==> config.mk <==
export PLATFORM = sky130hd
export DESIGN_NAME = tcam_classifier
export DESIGN_NICKNAME = d
export VERILOG_FILES = /design/src/rtl/tcam_pkg.sv /design/src/rtl/tcam_rule_array.sv /design/src/rtl/tcam_prio_enc.sv /design/src/rtl/tcam_action_mem.sv /design/src/rtl/tcam_classifier.sv
export SDC_FILE = /design/constraint.sdc
export NUM_CORES = 1
export LEC_CHECK = 0
export ABC_AREA = 1
export BUFFER_PORTS_ARGS = -buffer_cell sky130_fd_sc_hd__buf_4
export CAP_MARGIN = 15
export CORE_MARGIN = 2
export CORE_UTILIZATION = 45
export DETAILED_ROUTE_END_ITERATION = 8
export SETUP_SLACK_MARGIN = 0.05
export SYNTH_ARGS = -nofsm -noshare
export SYNTH_HDL_FRONTEND = slang
export SYNTH_HIERARCHICAL = 1
export SYNTH_SLANG_ARGS = --single-unit
==> constraint.sdc <==
create_clock -name clk_i -period 2.8 [get_ports clk_i]
set_input_delay 0.28 -clock clk_i [delete_from_list [all_inputs] [get_ports clk_i]]
set_output_delay 0.28 -clock clk_i [all_outputs]
set_load 0.01 [all_outputs]
==> src/rtl/tcam_pkg.sv <==
package tcam_pkg;

  // ternary compare of one rule: mask bit 1 = compare, 0 = don't care
  function automatic logic tern_match(input logic [63:0] key,
                                      input logic [63:0] value,
                                      input logic [63:0] mask);
    return ((key ^ value) & mask) == 64'd0;
  endfunction

endpackage

==> src/rtl/tcam_rule_array.sv <==
module tcam_rule_array import tcam_pkg::*; #(
  parameter int KEY_W   = 16,
  parameter int ENTRIES = 8,
  localparam int IDX_W  = (ENTRIES > 1) ? $clog2(ENTRIES) : 1
) (
  input  logic               clk_i,
  input  logic               rst_ni,
  input  logic               we_i,
  input  logic [IDX_W-1:0]   idx_i,
  input  logic [KEY_W-1:0]   value_i,
  input  logic [KEY_W-1:0]   mask_i,
  input  logic               valid_i,
  input  logic [KEY_W-1:0]   key_i,
  output logic [ENTRIES-1:0] match_o
);

  logic [KEY_W-1:0]   value_q [ENTRIES];
  logic [KEY_W-1:0]   mask_q  [ENTRIES];
  logic [ENTRIES-1:0] valid_q;

  for (genvar g = 0; g < ENTRIES; g++) begin : g_rule
    always_ff @(posedge clk_i or negedge rst_ni) begin
      if (!rst_ni) begin
        value_q[g] <= '0;
        mask_q[g]  <= '0;
        valid_q[g] <= 1'b0;
      end else if (we_i && (int'(idx_i) == g)) begin
        value_q[g] <= value_i;
        mask_q[g]  <= mask_i;
        valid_q[g] <= valid_i;
      end
    end

    assign match_o[g] = valid_q[g] &&
                        tern_match(64'(key_i), 64'(value_q[g]), 64'(mask_q[g]));
  end

  // a rule written invalid cannot match on the next cycle
  p_cleared_nomatch_r4: assert property (@(posedge clk_i) disable iff (!rst_ni)
    (we_i && !valid_i && (int'(idx_i) < ENTRIES)) |=> !match_o[$past(idx_i)]);

endmodule

==> src/rtl/tcam_prio_enc.sv <==
module tcam_prio_enc #(
  parameter int ENTRIES = 8,
  localparam int IDX_W  = (ENTRIES > 1) ? $clog2(ENTRIES) : 1
) (
  input  logic [ENTRIES-1:0] match_i,
  output logic               hit_o,
  output logic [IDX_W-1:0]   idx_o
);

  // scan downward so the lowest matching index is the last assignment
  always_comb begin
    hit_o = |match_i;
    idx_o = '0;
    for (int i = ENTRIES - 1; i >= 0; i--) begin
      if (match_i[i]) idx_o = IDX_W'(i);
    end
  end

endmodule

==> src/rtl/tcam_action_mem.sv <==
module tcam_action_mem #(
  parameter int ENTRIES = 8,
  parameter int ACT_W   = 8,
  localparam int IDX_W  = (ENTRIES > 1) ? $clog2(ENTRIES) : 1
) (
  input  logic             clk_i,
  input  logic             rst_ni,
  input  logic             we_i,
  input  logic [IDX_W-1:0] wr_idx_i,
  input  logic [ACT_W-1:0] wr_data_i,
  input  logic [IDX_W-1:0] rd_idx_i,
  output logic [ACT_W-1:0] rd_data_o
);

  logic [ACT_W-1:0] mem_q [ENTRIES];

  for (genvar g = 0; g < ENTRIES; g++) begin : g_word
    always_ff @(posedge clk_i or negedge rst_ni) begin
      if (!rst_ni)                              mem_q[g] <= '0;
      else if (we_i && (int'(wr_idx_i) == g))   mem_q[g] <= wr_data_i;
    end
  end

  always_comb begin
    rd_data_o = '0;
    for (int i = 0; i < ENTRIES; i++) begin
      if (int'(rd_idx_i) == i) rd_data_o = mem_q[i];
    end
  end

endmodule

==> src/rtl/tcam_classifier.sv <==
module tcam_classifier #(
  parameter int KEY_W                   = 16,
  parameter int ENTRIES                 = 8,
  parameter int ACT_W                   = 8,
  parameter logic [ACT_W-1:0] DEFAULT_ACT = 8'hFF,
  localparam int IDX_W                  = (ENTRIES > 1) ? $clog2(ENTRIES) : 1
) (
  input  logic             clk_i,
  input  logic             rst_ni,
  input  logic             rule_we_i,
  input  logic [IDX_W-1:0] rule_idx_i,
  input  logic [KEY_W-1:0] rule_value_i,
  input  logic [KEY_W-1:0] rule_mask_i,
  input  logic             rule_valid_i,
  input  logic             act_we_i,
  input  logic [IDX_W-1:0] act_idx_i,
  input  logic [ACT_W-1:0] act_data_i,
  input  logic             srch_valid_i,
  input  logic [KEY_W-1:0] srch_key_i,
  output logic             res_valid_o,
  output logic             res_hit_o,
  output logic [IDX_W-1:0] res_idx_o,
  output logic [ACT_W-1:0] res_action_o
);

  logic [ENTRIES-1:0] match_vec;
  logic               enc_hit;
  logic [IDX_W-1:0]   enc_idx;
  logic [ACT_W-1:0]   act_rd;

  // stage 1: compare + priority
  logic               s1_valid_q, s1_hit_q;
  logic [IDX_W-1:0]   s1_idx_q;

  tcam_rule_array #(.KEY_W(KEY_W), .ENTRIES(ENTRIES)) u_rules (
    .clk_i   (clk_i),
    .rst_ni  (rst_ni),
    .we_i    (rule_we_i),
    .idx_i   (rule_idx_i),
    .value_i (rule_value_i),
    .mask_i  (rule_mask_i),
    .valid_i (rule_valid_i),
    .key_i   (srch_key_i),
    .match_o (match_vec)
  );

  tcam_prio_enc #(.ENTRIES(ENTRIES)) u_enc (
    .match_i (match_vec),
    .hit_o   (enc_hit),
    .idx_o   (enc_idx)
  );

  always_ff @(posedge clk_i or negedge rst_ni) begin
    if (!rst_ni) begin
      s1_valid_q <= 1'b0;
      s1_hit_q   <= 1'b0;
      s1_idx_q   <= '0;
    end else begin
      s1_valid_q <= srch_valid_i;
      s1_hit_q   <= srch_valid_i && enc_hit;
      s1_idx_q   <= enc_hit ? enc_idx : '0;
    end
  end

  // stage 2: action read
  tcam_action_mem #(.ENTRIES(ENTRIES), .ACT_W(ACT_W)) u_act (
    .clk_i     (clk_i),
    .rst_ni    (rst_ni),
    .we_i      (act_we_i),
    .wr_idx_i  (act_idx_i),
    .wr_data_i (act_data_i),
    .rd_idx_i  (s1_idx_q),
    .rd_data_o (act_rd)
  );

  always_ff @(posedge clk_i or negedge rst_ni) begin
    if (!rst_ni) begin
      res_valid_o  <= 1'b0;
      res_hit_o    <= 1'b0;
      res_idx_o    <= '0;
      res_action_o <= '0;
    end else begin
      res_valid_o  <= s1_valid_q;
      res_hit_o    <= s1_valid_q && s1_hit_q;
      res_idx_o    <= (s1_valid_q && s1_hit_q) ? s1_idx_q : '0;
      res_action_o <= (s1_valid_q && s1_hit_q) ? act_rd : DEFAULT_ACT;
    end
  end

  // priority encoder picks a matching rule with nothing below it
  p_winner_matches_r5: assert property (@(posedge clk_i) disable iff (!rst_ni)
    enc_hit |-> match_vec[enc_idx]);
  p_winner_lowest_r5: assert property (@(posedge clk_i) disable iff (!rst_ni)
    enc_hit |-> ((match_vec & ((ENTRIES'(1) << enc_idx) - ENTRIES'(1))) == '0));
  p_nohit_empty_r7: assert property (@(posedge clk_i) disable iff (!rst_ni)
    !enc_hit |-> (match_vec == '0));
  p_miss_default_r7: assert property (@(posedge clk_i) disable iff (!rst_ni)
    (res_valid_o && !res_hit_o) |-> (res_action_o == DEFAULT_ACT && res_idx_o == '0));
  p_latency_r8: assert property (@(posedge clk_i) disable iff (!rst_ni)
    srch_valid_i |=> ##1 res_valid_o);
  p_no_spurious_r8: assert property (@(posedge clk_i) disable iff (!rst_ni)
    !srch_valid_i |=> ##1 !res_valid_o);
  p_hit_needs_valid_r10: assert property (@(posedge clk_i) disable iff (!rst_ni)
    res_hit_o |-> res_valid_o);

endmodule

Yosys cells after proc, flatten, opt, wreduce, memory -nomap -nowiden
Index checks and enable logic that the tools add are counted.

cells by class
  equal/unequal tests = 21
  mux-type cells = 19
  bitwise operators = 16
  reduce and logical (&&, ||, !) cells = 38

operators by type and width
  cell                count
  $and 64x16->64      8
  $logic_not 64->1    8
  $xor 16x16->16      8
  $mux 8              9
  $eq 3x3->1 const B  12
  $mux 3              10
  $logic_and 1x1->1   26
  $eq 3x2->1 const B  6
  $eq 3x1->1 const B  3
  $logic_not 3->1     3
  $reduce_or 8->1     1

storage, ports and cells
  register bits = 346
  word-level logic and storage cells = 133

Logic depth before layout (Yosys ltp)
  depth after elaboration = 13
  depth in mapped cells = 17

Cells and area by module
The synthesis kept the hierarchy.

by module, submodules not included
  module           times used  cells each  area an instance (um2)  seq. area each (um2)
  tcam_rule_array  1           1,542       12,167.9                6,606.3
  tcam_action_mem  1           345         2,937.8                 1,601.5
  tcam_classifier  1           52          618.1                   450.4
  tcam_prio_enc    1           22          98.8                    0.0

Worst setup path before layout
Ideal clock, no wire load.

  kind = input to register
  start point = input port srch_key_i[4]
  end point = register s1_hit_q
  setup time = 0.113 ns
  arrival time = 1.462 ns
  data required time = 2.687 ns
  path slack = 1.225 ns
  stages = 12
  path through = clkbuf_2 > buf_2 > nor2_1 > nor2_1 > nor2_1 > nand3_1 > nor2_1 > or2_1 > nor3_2 > nand2_1 > nand2_1 > inv_1

between the ends
  cells in the longest elaborated chain, start to end = 6
  elaborated cells between the ends (all ways) = 34

ends and longest elaborated chain
  element               RTL line               text
  start, declared       tcam_classifier.sv:19  input logic [KEY_W-1:0] srch_key_i,
  $xor 16x16->16        tcam_pkg.sv:7          return ((key ^ value) & mask) == 64'd0;
  $and 64x16->64        tcam_pkg.sv:7
  $logic_not 64->1      tcam_pkg.sv:7
  $logic_and 1x1->1     tcam_rule_array.sv:34  assign match_o[g] = valid_q[g] &&
  via match_vec[6]      tcam_classifier.sv:26  logic [ENTRIES-1:0] match_vec;
  $reduce_or 8->1       tcam_prio_enc.sv:12    hit_o = |match_i;
  via enc_hit           tcam_classifier.sv:27  logic enc_hit;
  $logic_and 1x1->1     tcam_classifier.sv:60  s1_hit_q <= srch_valid_i && enc_hit;
  end signal, assigned  tcam_classifier.sv:60
  end, declared         tcam_classifier.sv:32  logic s1_valid_q, s1_hit_q;

The timed path passes the listed nets, and every way through them passes these cells.
A chain may end at the register's enable or synchronous reset.

Final worst setup path
  start point = register u_rules/value_q[20] in the netlist's numbering
  end point = register s1_idx_q[1]

between the ends
  elaborated cells between the ends (all ways) = 13

RTL lines
  element                          RTL line               text
  start, declared                  tcam_rule_array.sv:17  logic [KEY_W-1:0] value_q [ENTRIES];
  start signal, assigned by index  tcam_rule_array.sv:28  value_q[g] <= value_i;
  $xor 16x16->16                   tcam_pkg.sv:7
  $and 64x16->64                   tcam_pkg.sv:7
  $logic_not 64->1                 tcam_pkg.sv:7
  $logic_and 1x1->1                tcam_rule_array.sv:34
  via match_vec[6]                 tcam_classifier.sv:26
  $reduce_or 8->1                  tcam_prio_enc.sv:12
  via enc_hit                      tcam_classifier.sv:27
  $mux 3                           tcam_classifier.sv:61  s1_idx_q <= enc_hit ? enc_idx : '0;
  end signal, assigned             tcam_classifier.sv:61
  end, declared                    tcam_classifier.sv:33  logic [IDX_W-1:0] s1_idx_q;

The timed path passes the listed nets, and every way through them passes these cells.

==> impl_metrics.ini <==
[yosys]
synth-xor-area-share = 0
synth.most_common_cell = nand2_1
synth-async-reset-ratio = 1.00
synth_edf_count = 0
synth_ff_type = dfrtp_1
synth_area_mm2 = 0.0158
synth_compound_area_frac = 0.110
synth-simple-area-share = 0.259
muxShareOfSynthArea = 0
synth_area_leaders = dfrtp_1, nand2_1, o21ai_0
yosys-top-cells-count = nand2_1, dfrtp_1, o21ai_0
synth_top_family_by_area = simple AND/OR/NAND/NOR gates
synth_top_area_frac = 0.547
yosysWarnings = 6
synth-seq-cells = 346
synth.avg_cell_area_um2 = 8.07
synth_cell_types = 27
synthesis.nets = 2029
synth.yosys.seq_area_share = 0.547
synthAdderAreaFrac = 0
yosys.area.top_type = dfrtp_1
netlist_instances = 1961

[place]
dp.cells = 2425
gp_congestion = 0.844
dp_hpwl_um = 27200
place_ws_ns = 0.664
numPortBuffers = 80

[grt]
grt.total_usage = 0.238
antenna_found_initial = 0
grt_pass1_wl_um = 67700
overflow = 0
grt_pass1_vias = 12100
grt_max_degree = 73

[setup_path]
cp-start-kind = flop
worstSetupStartpoint = u_rules/value_q[20]
critPathCapture = s1_idx_q[1]
r2r_slack_ns = 0.90
reg2regPathDepth = 11
crit_type = flop to flop
worstPathMaxFanout = 4
r2r-start = u_rules/value_q[20]
r2r_end = s1_idx_q[1]
cp.arrival_ns = 2.34
crit_required_ns = 3.23
endpoint_kind = flop

[routing]
num_vias = 12700
drt_iter0_markers = 969
drt-total-wl_um = 41400
drc = 0
first_pass_iters = 8
ant_nets = 0
post_drt_via_cell_ratio = 5.07
wl_per_cell_um = 16.5

[timing]
relSlewSlack = 0.508
timing.fmax_mhz = 525
fin_ws_ns = 0.895
hold_violations = 0
rsz0062_at_grt = false
finalCriticalPeriod_ns = 1.90
setup_viol = 0
finClkSkew_ns = 0.0155
worst_pin_slew_ns = 0.738
final.setup.tns_ns = 0
period_share = 0.680
slew_violations = 0

[finish]
drive_gt1_frac = 0.0910
final_net_count = 2096
final_cells = 2511
area_growth_pct = 14.0
num-fill-cells = 3355
antennaDiodeCount = 0

[clock_tree]
cts_made_buffers = 40
post_cts_resized = 0
cts_buffer_depth = 3
cts_tree = built
cts_root_buffer = clkbuf_16
clock_sinks = 346
cts_setup_buffers = 0
cts.clk_slew.worst_paths_ns = 0.06
htree_levels = 2
clock_latency_ns = 0.55
postCtsHoldBufs = 16

[die]
die_w_um = 192
num_rows = 68
core_area_mm2 = 0.0345
num_io_pins = 81
die-height_um = 192
die_area_mm2 = 0.0367
start_util = 0.458

[run]
drv_cap = 0

[hold_path]
hold_class = input port to flop
hp-start = rule_mask_i[10]
timing.hold.worst_path_depth = 3

[pwr]
power_density_mw_per_mm2 = 770
p_leak_nw = 8.92
max-vdd-ir-drop_mv = 0.530

[outcome]
status = complete, no violations
-- worst min-delay path by stage --
stage / endpoint
2_1_floorplan: res_action_o[0]
4_1_cts: u_rules/mask_q[106]
5_1_grt: u_act/mem_q[4]
6_report: u_rules/mask_q[10]
3_3_place_gp: u_rules/value_q[95]
3_5_place_dp: u_rules/mask_q[95]
-- area by class of cell --
type / count / area, um2 / share of cell area
Timing Repair Buffer: 116 / 1010 / 0.0558
Inverter: 185 / 694 / 0.0385
Multi-Input combinational cell: 1339 / 5850 / 0.324
Clock inverter: 5 / 75.1 / 0.00416
Tap cell: 455 / 569 / 0.0316
Sequential cell: 346 / 8660 / 0.480
Clock buffer: 65 / 1190 / 0.0657
-- sequential cells by signal, indices dropped and copies added (netlist names) --
name and count:
u_rules/valid_q 8, res_valid_o 1, s1_hit_q 1, u_act/mem_q 64, s1_valid_q 1, u_rules/mask_q 128
s1_idx_q 3, res_action_o 8, res_idx_o 3, res_hit_o 1, u_rules/value_q 128
-- logic make-up (layout without fill, tap and decap cells) --
logic type      count (synthesis)  count (layout)
compound gates                340             340
buf+inv                       276             371
flops                         346             346
simple gates                  999             999
-- report_power, final --
group	internal (W)	switching, W	total [W]
clock	0.00306	0.00203	0.00509
sequential	0.00592	0.000619	0.00654
combinational	0.000878	0.00138	0.00226
total	0.00986	0.00403	0.0139
-- per-stage QoR --
step	total power [W]	instance area [um2]	util	hold slack, ns
after global placement	0.00879	16600	0.481	0.309
final	0.0139	18000	0.522	0.0951
after floorplan	0.00800	15800	-	-0.0156
after global routing	0.0147	18000	0.522	0.129
after detailed placement	0.00885	16600	0.481	0.315
after CTS	0.0140	18000	0.522	0.0772
-- layout by cell type, fill, tap and decap left out --
master	n
bufinv_16	2
dlygate4sd3_1	16
dfrtp_1	346
or2_1	1
o21ai_1	54
nor3_1	1
clkbuf_8	7
nand4_1	33
clkinv_2	3
a21oi_1	25
clkbuf_1	17
nor3_2	2
or2_2	6
buf_4	92
nand2_2	6
o211ai_1	2
nand3_1	126
nor3_4	4
nor2_1	166
nand2_4	1
nand2_1	646
nand3_2	1
a21oi_2	3
o21a_1	7
clkbuf_16	41
o21ai_0	247
nor2_2	6
buf_12	7
inv_1	180
inv_2	5
buf_8	1
a31oi_1	2
-- worst max-delay path, stage by stage (launching register included) --
cell and delay [ns]:
dfrtp_1 0.39, nand2_1 0.07, nand2_1 0.04, nor2_1 0.17, nor2_1 0.12, nand3_1 0.12
nor2_1 0.06, or2_1 0.25, nor3_2 0.23, nand2_1 0.18, nand2_1 0.12, inv_1 0.05
-- metal layers --
layer	GRT usage	part of all wire
met1	0.352	0.48
met2	0.362	0.45
met3	0.0345	0.053
met4	0.0698	0.022
met5	0	0
No activity file was read; power rests on OpenSTA's default activity.
